==> src/rtl/mmb_pkg.sv <==
package mmb_pkg;
  localparam int MMB_DW  = 32;
  localparam int MMB_BEW = MMB_DW / 8;

  typedef enum logic [1:0] {
    ST_IDLE    = 2'd0,
    ST_CAPTURE = 2'd1,
    ST_ISSUE   = 2'd2,
    ST_RESPOND = 2'd3
  } mmb_state_t;

  typedef struct packed {
    logic [MMB_DW-1:0]  wdata;
    logic [MMB_BEW-1:0] be;
    logic               rd;
    logic               wr;
  } mmb_req_t;
endpackage

==> src/rtl/mmb_rst_sync.sv <==
module mmb_rst_sync #(
  parameter int STAGES = 2
) (
  input  logic clk,
  input  logic rst_n,
  output logic rst_sync_n
);
  logic [STAGES-1:0] sync_q;

  always_ff @(posedge clk or negedge rst_n) begin
    if (!rst_n) sync_q <= '0;
    else        sync_q <= {sync_q[STAGES-2:0], 1'b1};
  end

  assign rst_sync_n = sync_q[STAGES-1];
endmodule

==> src/rtl/mmb_req_capture.sv <==
module mmb_req_capture
  import mmb_pkg::*;
#(
  parameter int ADDR_W = 16
) (
  input  logic              clk,
  input  logic              rst_n,
  input  logic              load_en,
  input  logic [ADDR_W-1:0] in_addr,
  input  mmb_req_t          in_req,
  output logic [ADDR_W-1:0] held_addr,
  output mmb_req_t          held_req
);
  logic [ADDR_W-1:0] addr_q;
  mmb_req_t          req_q;

  always_ff @(posedge clk or negedge rst_n) begin
    if (!rst_n) begin
      addr_q <= '0;
      req_q  <= '0;
    end else if (load_en) begin
      addr_q <= in_addr;
      req_q  <= in_req;
    end
  end

  assign held_addr = addr_q;
  assign held_req  = req_q;
endmodule

==> src/rtl/mmb_rdata_reg.sv <==
module mmb_rdata_reg #(
  parameter int DW = 32
) (
  input  logic          clk,
  input  logic          rst_n,
  input  logic          load_en,
  input  logic [DW-1:0] d,
  output logic [DW-1:0] q
);
  logic [DW-1:0] data_q;

  always_ff @(posedge clk or negedge rst_n) begin
    if (!rst_n)       data_q <= '0;
    else if (load_en) data_q <= d;
  end

  assign q = data_q;
endmodule

==> src/rtl/mmb_ctrl.sv <==
module mmb_ctrl
  import mmb_pkg::*;
(
  input  logic       clk,
  input  logic       rst_n,
  input  logic       up_read,
  input  logic       up_write,
  input  logic       held_rd,
  input  logic       held_wr,
  input  logic       dn_waitreq,
  output mmb_state_t state,
  output logic       cap_en,
  output logic       rdata_en,
  output logic       up_waitreq
);
  mmb_state_t state_q, state_d;
  logic       wait_q, wait_d;
  logic       conflict;

  assign conflict = held_rd & held_wr;

  // next-state logic
  always_comb begin
    state_d = state_q;
    unique case (state_q)
      ST_IDLE:    if (up_read | up_write) state_d = ST_CAPTURE;
      ST_CAPTURE: state_d = conflict ? ST_RESPOND : ST_ISSUE;
      ST_ISSUE:   if (!dn_waitreq) state_d = ST_RESPOND;
      ST_RESPOND: state_d = ST_IDLE;
      default:    state_d = ST_IDLE;
    endcase
  end

  assign wait_d   = (state_d != ST_RESPOND);
  assign cap_en   = (state_q == ST_IDLE) & (up_read | up_write);
  assign rdata_en = (state_q == ST_ISSUE) & ~dn_waitreq & held_rd;

  // state and stall registers
  always_ff @(posedge clk or negedge rst_n) begin
    if (!rst_n) begin
      state_q <= ST_IDLE;
      wait_q  <= 1'b1;
    end else begin
      state_q <= state_d;
      wait_q  <= wait_d;
    end
  end

  assign state      = state_q;
  assign up_waitreq = wait_q;

  // a completion cycle is always followed by a stall cycle
  assert_single_release_R4: assert property (@(posedge clk) disable iff (!rst_n)
    !wait_q |=> wait_q);

  // a conflicting request never enters the issue state
  assert_conflict_skips_issue_R7: assert property (@(posedge clk) disable iff (!rst_n)
    (state_q == ST_CAPTURE && conflict) |=> (state_q == ST_RESPOND));
endmodule

==> src/rtl/mm_timing_bridge.sv <==
module mm_timing_bridge
  import mmb_pkg::*;
#(
  parameter int ADDR_W = 16
) (
  input  logic                clk,
  input  logic                rst_n,
  input  logic [ADDR_W-1:0]   up_addr,
  input  logic                up_read,
  input  logic                up_write,
  input  logic [MMB_DW-1:0]   up_wdata,
  input  logic [MMB_BEW-1:0]  up_be,
  output logic                up_waitreq,
  output logic [MMB_DW-1:0]   up_rdata,
  output logic [ADDR_W-1:0]   dn_addr,
  output logic                dn_read,
  output logic                dn_write,
  output logic [MMB_DW-1:0]   dn_wdata,
  output logic [MMB_BEW-1:0]  dn_be,
  input  logic                dn_waitreq,
  input  logic [MMB_DW-1:0]   dn_rdata
);
  logic       rst_sync_n;
  logic       cap_en, rdata_en;
  mmb_state_t state;
  mmb_req_t   in_req, held_req;

  mmb_rst_sync #(.STAGES(2)) u_rst (
    .clk        (clk),
    .rst_n      (rst_n),
    .rst_sync_n (rst_sync_n)
  );

  assign in_req = '{wdata: up_wdata, be: up_be, rd: up_read, wr: up_write};

  mmb_req_capture #(.ADDR_W(ADDR_W)) u_cap (
    .clk       (clk),
    .rst_n     (rst_sync_n),
    .load_en   (cap_en),
    .in_addr   (up_addr),
    .in_req    (in_req),
    .held_addr (dn_addr),
    .held_req  (held_req)
  );

  mmb_ctrl u_ctrl (
    .clk        (clk),
    .rst_n      (rst_sync_n),
    .up_read    (up_read),
    .up_write   (up_write),
    .held_rd    (held_req.rd),
    .held_wr    (held_req.wr),
    .dn_waitreq (dn_waitreq),
    .state      (state),
    .cap_en     (cap_en),
    .rdata_en   (rdata_en),
    .up_waitreq (up_waitreq)
  );

  mmb_rdata_reg #(.DW(MMB_DW)) u_rdata (
    .clk     (clk),
    .rst_n   (rst_sync_n),
    .load_en (rdata_en),
    .d       (dn_rdata),
    .q       (up_rdata)
  );

  // strobes decode only registered state; a conflicting request never reaches ISSUE
  assign dn_read  = (state == ST_ISSUE) & held_req.rd;
  assign dn_write = (state == ST_ISSUE) & held_req.wr;
  assign dn_wdata = held_req.wdata;
  assign dn_be    = held_req.be;

  // never both strobes
  assert_excl_strobe_R2: assert property (@(posedge clk) disable iff (!rst_sync_n)
    !(dn_read && dn_write));

  // a stalled strobe is held
  assert_strobe_hold_R3: assert property (@(posedge clk) disable iff (!rst_sync_n)
    ((dn_read || dn_write) && dn_waitreq) |=> ($stable(dn_read) && $stable(dn_write)));

  // request fields steady while the slave stalls
  assert_fields_hold_R3: assert property (@(posedge clk) disable iff (!rst_sync_n)
    ((dn_read || dn_write) && dn_waitreq) |=>
      ($stable(dn_addr) && $stable(dn_wdata) && $stable(dn_be)));

  // upstream stays stalled while downstream is busy
  assert_stall_while_busy_R4: assert property (@(posedge clk) disable iff (!rst_sync_n)
    (dn_read || dn_write) |-> up_waitreq);
endmodule

==> config.mk <==
export PLATFORM = sky130hd
export DESIGN_NAME = mm_timing_bridge
export DESIGN_NICKNAME = d
export VERILOG_FILES = /design/src/rtl/mmb_pkg.sv /design/src/rtl/mmb_rst_sync.sv /design/src/rtl/mmb_req_capture.sv /design/src/rtl/mmb_rdata_reg.sv /design/src/rtl/mmb_ctrl.sv /design/src/rtl/mm_timing_bridge.sv
export SDC_FILE = /design/constraint.sdc
export NUM_CORES = 1
export LEC_CHECK = 0
export BUFFER_PORTS_ARGS = -buffer_cell sky130_fd_sc_hd__clkbuf_2
export CELL_PAD_IN_SITES_DETAIL_PLACEMENT = 0
export CELL_PAD_IN_SITES_GLOBAL_PLACEMENT = 1
export CORE_ASPECT_RATIO = 0.5
export CORE_MARGIN = 2
export CORE_UTILIZATION = 40
export DETAILED_ROUTE_END_ITERATION = 10
export PLACE_DENSITY_LB_ADDON = 0.08
export RECOVER_POWER = 100
export SLEW_MARGIN = 20
export SYNTH_ARGS = -nofsm -noshare
export SYNTH_HDL_FRONTEND = slang
export SYNTH_HIERARCHICAL = 1
export SYNTH_SLANG_ARGS = --single-unit
==> constraint.sdc <==
create_clock -name clk -period 7.5 [get_ports clk]
set_input_delay 1.125 -clock clk [delete_from_list [all_inputs] [get_ports clk]]
set_output_delay 1.125 -clock clk [all_outputs]
set_load 0.01 [all_outputs]
==> metrics.md, run 1 <==
| Metric | Value |
|---|---|
| RSZ-0062 raised after global routing | no |
| DRC viols | 0 |
| Vias in the first global route | 2417 |
| Root buf cell | clkbuf_16 |
| Fill cell count | 955 |
| First-pass GRT wire length | 12.1 mm |
| TritonCTS Sinks | 91 |
| Cts-stage hold buffer count | 0 |
| Cell family contributing the most delay on the critical path | buffers and inverters |
| Fin Clk Skew | 0.00651 ns |
| CTS resizes | 0 |
| CTS tree | built |
| Reg2reg path depth | 1 |
| Worst Max-Slew Pin Slew | 2.83 ns |
| Mapped Area | 3870 sq um |
| Yosys warning total | 6 |
| Inst Count DP | 505 |
| Pin count of the biggest net entering global routing | 55 |
| Gate Count Post-Synth | 204 |
| Slew HR | -88.8% |
| Hold Path Origin | u_rst/sync_q[0] |
| Crit. End Element | asynchronous set/reset pin |
| Worst setup SP type | flip-flop |
| Critical R2R Capture | u_rdata/q[1] |
| Overflow after GRT | 0 |
| Slew Viols, Final | 143 |
| Sequential area share after synthesis | 58.9% |
| Multi-input logic area | 1100 sq um |
| Mean Syn Cell Area | 19.0 sq um |
| CTS buffer count | 9 |
| Pleak | 2.13 nW |
| Nets | 474 |
| Failing checks | capacitance limit, slew limit |
| Via count | 2260 |
| WHS Endpoint | u_rst/sync_q[1] |
| Via/cell ratio | 4.34 |
| Ranking of synthesized cells by area | dfrtp_1 (58%), mux2_4 (31%), buf_12 (4.1%), mux2_2 (1.7%), ha_1 (1.3%) |
| Full die area | 10500 sq um |
| Initial antenna violation count | 0 |
| Yosys top cell by area | dfrtp_1 |
| CP max FO | 54 |
| Count leader, synth | dfrtp_1 |
| Iteration-0 DRC Markers | 41 |
| Status | finished with violations |
| Layout area overhead | 20.0% |
| Non-Filler Instances | 521 |
| Critical path type | reg2async |
| Diodes inserted | 0 |
| Drt first pass iters | 4 |
| ANT nets after route | 0 |
| I/O pin cnt | 176 |
| Prevailing post-synth register cell | dfrtp_1 |
| H-tree levels | 3 |
| Dpl hpwl | 5.73 mm |
| Number of port buffers | 175 |
| Starting Density | 41.1% |
| Reg2Reg Setup Slack | 3.60 ns |
| Hold path depth | 0 |
| Post-synth EDFFs | 0 |
| P per Cell Area | 441 nW/um^2 |
| Core Area | 9420 sq um |
| Commonest cells post-synth | dfrtp_1 (90), mux2_4 (80), buf_12 (8) |
| Worst hold slack | 0.348 ns |
| Worst endpoint data arrival time | 3.72 ns |
| Largest stage delay on the critical path | 2.07 ns |
| Synth Register Bits | 91 |
| Netlist cell types | 17 |
| Worst EP required | 7.32 ns |
| Total Wirelength | 7.83 mm |
| Final hold violations | 0 |
| Site Rows | 25 |
| WP buf/inv | 1 |
| CTS Buffer Depth | 2 |
| Part of the cycle the worst path needs | 52.0% |
| MaxCap Viol Count | 3 |
| Worst skew pair latency | 0.33 ns |
| # setup viols final | 0 |
| TNS Setup | 0 ns |
| Peak VDD IR | 0.164 mV |
| CTS clk-pin slew, worst paths | 0.06 ns |
| Routability Congestion | 0.707 |
| Fmax | 256 MHz |
| DIE HEIGHT | 73.5 microns |
| Syn nets | 297 |
| Post-CTS setup buffer count | 0 |
| Critical Path Slowest Stage Cell | clkbuf_1 |
| Width of the chip | 143 microns |
| GRT Util Overall | 15.3% |
| Clock period minus final worst setup slack | 3.90 ns |
| Hold/Removal Path Class | reg2reg |
| RR Startpoint | u_rst/sync_q[1] |
| Share of cells above drive strength 1 | 28.5% |
| Routed len/inst | 15.0 microns |
| Reg area | 2280 sq um |
| Crit-path cells | clkbuf_1 |
| Area share of the largest cell type after synthesis | 58.3% |
| Asr flop ratio synth | 100% |
## layout make-up
type                       instances  area share (%)
inverter                           2           0.162
timing repair buffer             176            16.6
tap                              135            3.64
clock inverter                     5            1.67
sequential                        91            49.1
clock buffer                      11            5.02
multi-input combinational        101            23.8
## registers in the layout (all words and copies together), names as in the netlist
name / cells
u_cap/held_addr: 16
u_rst/sync_q: 2
u_ctrl/up_waitreq: 1
u_cap/held_req: 38
u_ctrl/state: 2
u_rdata/q: 32
## cell usage in the layout (no fill, tap or decap), types with 2 or more instances in the layout
cell type | Yosys | layout
inv_1 | 2 | 2
clkinv_2 | 0 | 2
clkbuf_16 | 0 | 9
clkbuf_2 | 0 | 86
clkbuf_1 | 0 | 92
dfrtp_1 | 90 | 90
mux2_1 | 0 | 78
ha_1 | 4 | 4
mux2_2 | 6 | 6
and3b_1 | 3 | 3
mux2_4 | 80 | 2
bufinv_16 | 0 | 2
## how the worst max path moves through the flow
stage	start	to	slack [ns]	cells past startpoint
after floorplan	u_rst/sync_q[1]	u_cap/held_addr[0]	4.78	0
after global placement	dn_waitreq	u_rdata/q[29]	4.82	3
after detailed placement	dn_waitreq	u_rdata/q[29]	4.78	3
after CTS	dn_waitreq	u_rdata/q[29]	5.15	3
after global routing	u_rst/sync_q[1]	u_rdata/q[23]	2.55	1
final	u_rst/sync_q[1]	u_rdata/q[1]	3.60	1
## logic make-up after synthesis
family / count (synthesis) / synth area share, %
and+or+nand+nor: 7 / 1.39
muxes: 86 / 32.8
buffers and inverters: 12 / 4.92
DFF: 91 / 58.9
adders and majority gates: 4 / 1.29
AOI/OAI and AO/OA: 3 / 0.550
other: 1 / 0.0970
## power breakdown
group          internal (mW)  switching (mW)
Clock                  0.291           0.174
Sequential             0.742           0.132
Combinational          0.323           0.386
## stage by stage
step	area, sq um	worst slack (ns)	util, %	power (mW)
final	4640	3.60	49.3	2.05
after CTS	5060	5.15	53.7	2.40
after global placement	4750	4.82	50.4	1.89
after detailed placement	4750	4.78	50.4	1.92
after floorplan	3870	4.78	-	1.61
after global routing	4640	2.55	49.3	2.19
## per-layer routing
| metal | up-vias | global-route usage, % | share of wire [%] | wire, microns |
|---|---|---|---|---|
| met5 | - | 0 | 0 | 0 |
| met1 | 1095 | 19.0 | 42 | 3290 |
| li1 | 1058 | - | - | - |
| met4 | 0 | 4.73 | 0.78 | 61 |
| met2 | 99 | 24.9 | 48 | 3740 |
| met3 | 8 | 6.26 | 9.4 | 734 |
(Power assumes the default switching activity.)
==> inputs of run 2 (changes only) <==
--- a/config.mk
+++ b/config.mk
@@ -10,7 +10,7 @@
 export CELL_PAD_IN_SITES_GLOBAL_PLACEMENT = 1
 export CORE_ASPECT_RATIO = 0.5
 export CORE_MARGIN = 2
-export CORE_UTILIZATION = 40
+export CORE_UTILIZATION = 37
 export DETAILED_ROUTE_END_ITERATION = 10
 export PLACE_DENSITY_LB_ADDON = 0.08
 export RECOVER_POWER = 100
==> constraint.sdc (replaced) <==
create_clock -name clk -period 3.88 [get_ports clk]
set_input_delay 0.582 -clock clk [delete_from_list [all_inputs] [get_ports clk]]
set_output_delay 0.582 -clock clk [all_outputs]
set_load 0.01 [all_outputs]
==> metrics.md, run 2 (synthesis gave the netlist of run 1 again) <==
| Metric | Value |
|---|---|
| Part of the cycle the worst path needs | 64.3% (+12 points) |
| Root buf cell | clkbuf_16 |
| Critical R2R Capture | u_rdata/q[31] |
| Via count | 2271 (+0.49%) |
| Reg2Reg Setup Slack | 1.38 ns (-2.21 ns) |
| Layout area overhead | 21.4% |
| Max reg flops | 38 (unchanged) |
| Total Wirelength | 7.80 mm (-0.31%) |
| I/O pin cnt | 176 (unchanged) |
| Commonest non-fill, non-tap cell in the layout | dfrtp_1 |
| DRC viols | 0 (unchanged) |
| Share of cells above drive strength 1 | 29.8% (+1.3 points) |
| Hold path depth | 0 (unchanged) |
| Routability Congestion | 0.735 (+3.8%) |
| Core Area | 10200 sq um (+8.1%) |
| Worst endpoint data arrival time | 2.71 ns (-1.01 ns) |
| CTS clk-pin slew, worst paths | 0.06 ns (about the same) |
| Most frequent cells in the layout | dfrtp_1 (90), clkbuf_1 (88), clkbuf_2 (87), mux2_1 (77), clkbuf_16 (9) |
| RR Startpoint | u_ctrl/state[0] |
| Fmax | 401 MHz (+56%) |
| Routed len/inst | 14.8 microns (-1.3%) |
| Hold/Removal Path Class | reg2reg |
| Met1 Usage GRT | 18.8% (-0.14 points) |
| Grt met3 use | 5.03% (-1.2 points) |
| Inst Count DP | 509 (+0.79%) |
| Full die area | 11300 sq um (+7.8%) |
| Non-Filler Instances | 526 (+0.96%) |
| Starting Density | 38.0% (-3.1 points) |
| Clock period minus final worst setup slack | 2.50 ns (-1.41 ns) |
| Failing checks | capacitance limit, slew limit |
| CP Capture Point | u_rdata/q[31] |
| Post-CTS setup buffer count | 0 (unchanged) |
| Peak VDD IR | 0.291 mV (+77%) |
| Via/cell ratio | 4.32 (-0.47%) |
| ANT nets after route | 0 (unchanged) |
| Fin area | 4690 sq um (+1.2%) |
| CTS tree | built |
| Pint | 2.65 mW (+96%) |
| Clk pwr share | 23.6% (+0.9 points) |
| Crit path from | u_ctrl/state[0] |
| First-pass GRT wire length | 12.7 mm (+4.3%) |
| Net switching power figure | 1.33 mW (+93%) |
| Width of the chip | 149 microns (+3.9%) |
| Dpl hpwl | 5.60 mm (-2.3%) |
| Crit. End Element | flip-flop |
| MaxCap Viol Count | 2 (-1) |
| Diodes inserted | 0 (unchanged) |
| H-tree levels | 3 (unchanged) |
| Reg power frac | 42.4% (-0.3 points) |
| Status | finished with violations |
| CP max FO | 32 (-41%) |
| Vias in the first global route | 2376 (-1.7%) |
| Power share of the combinational group | 34.0% (-0.6 points) |
| Pin count of the biggest net entering global routing | 90 (+64%) |
| Slew Viols, Final | 84 (-41%) |
| P per Cell Area | 849 nW/um^2 (+92%) |
| Site Rows | 26 (+4.0%) |
| Slew HR | -36.1% (+53 points) |
| Worst hold slack | 0.348 ns (-0.0000530 ns) |
| Worst Max-Slew Pin Slew | 2.04 ns (-0.792 ns) |
| Worst EP required | 4.10 ns (-3.22 ns) |
| Critical path type | reg2reg |
| Number of port buffers | 175 (unchanged) |
| Initial antenna violation count | 0 (unchanged) |
| Final hold violations | 0 (unchanged) |
| DP Area | 4750 sq um (about the same) |
| CTS buffer count | 9 (unchanged) |
| RSZ-0062 raised after global routing | no |
| Top Usage Layer GRT | met2 |
| TritonCTS Sinks | 91 (unchanged) |
| Iteration-0 DRC Markers | 68 (+66%) |
| Reg2reg path depth | 4 (+3) |
| Worst setup SP type | flip-flop |
| CTS Buffer Depth | 2 (unchanged) |
| Nets | 475 (+0.21%) |
| # setup viols final | 0 (unchanged) |
| Overflow after GRT | 0 (unchanged) |
| Met2 usage | 23.1% (-1.8 points) |
| Drt first pass iters | 3 (-1) |
| Worst skew pair latency | 0.33 ns (about the same) |
| Sw Ratio | 33.4% (-0.35 points) |
| GRT Util Overall | 14.7% (-0.66 points) |
| Pleak | 2.16 nW (+1.5%) |
| Fin Clk Skew | 0.00523 ns (-0.00128 ns) |
| TNS Setup | 0 ns (unchanged) |
| DIE HEIGHT | 76.3 microns (+3.8%) |
## run 2: repair_timing
action,4_1_cts,5_1_grt
hold buffers,0,1
endpoints found under the hold margin,0,1
resized for setup,0,0
## run 2: cell type report
type                            instances  area (sq um)
Fill cell                            1046          5490
Timing Repair Buffer                  177           796
Tap cell                              140           175
Clock inverter                          4          73.8
Multi-Input combinational cell        101          1110
Inverter                                2          7.51
Sequential cell                        91          2280
Clock buffer                           11           253
## run 2: power groups by stage
stage / clock, mW / sequential, mW / combinational (mW)
floorplan: 0 / 1.92 / 1.19
global placement: 0 / 1.73 / 1.92
detailed placement: 0 / 1.74 / 1.96
CTS: 0.970 / 1.74 / 1.96
global route: 1.02 / 1.77 / 1.48
finish: 0.938 / 1.69 / 1.35
## run 2: metrics by stage
step                      power [mW]  util [%]  setup WS, ns
after global routing            4.27      46.1          1.22
after detailed placement        3.70      46.6          1.67
after floorplan                 3.11         -          1.16
after CTS                       4.67      49.8          1.68
final                           3.98      46.1          1.38
after global placement          3.65      46.6          1.72
## run 2: worst min-delay path by stage
stage / from / slack, ns / to
after floorplan: rst_n / 0.29 / u_rst/sync_q[0]
after global placement: u_rst/sync_q[0] / 0.34 / u_rst/sync_q[1]
after detailed placement: u_rst/sync_q[0] / 0.33 / u_rst/sync_q[1]
after CTS: rst_n / 0.009 / u_rst/sync_q[1]
after global routing: u_rst/sync_q[0] / 0.37 / u_rst/sync_q[1]
final: u_rst/sync_q[0] / 0.35 / u_rst/sync_q[1]
## run 2: layer usage
layer	part of all wire (%)	up-vias
met2	47	97
li1	-	1066
met3	6.9	12
met1	45	1096
met4	1.7	0
met5	0	-
## run 2: worst max-delay path, cell delays in order, from the launching register on
cell and delay, ns:
dfrtp_1 0.42, inv_1 0.12, ha_1 0.18, and3b_1 1.20, mux2_2 0.44
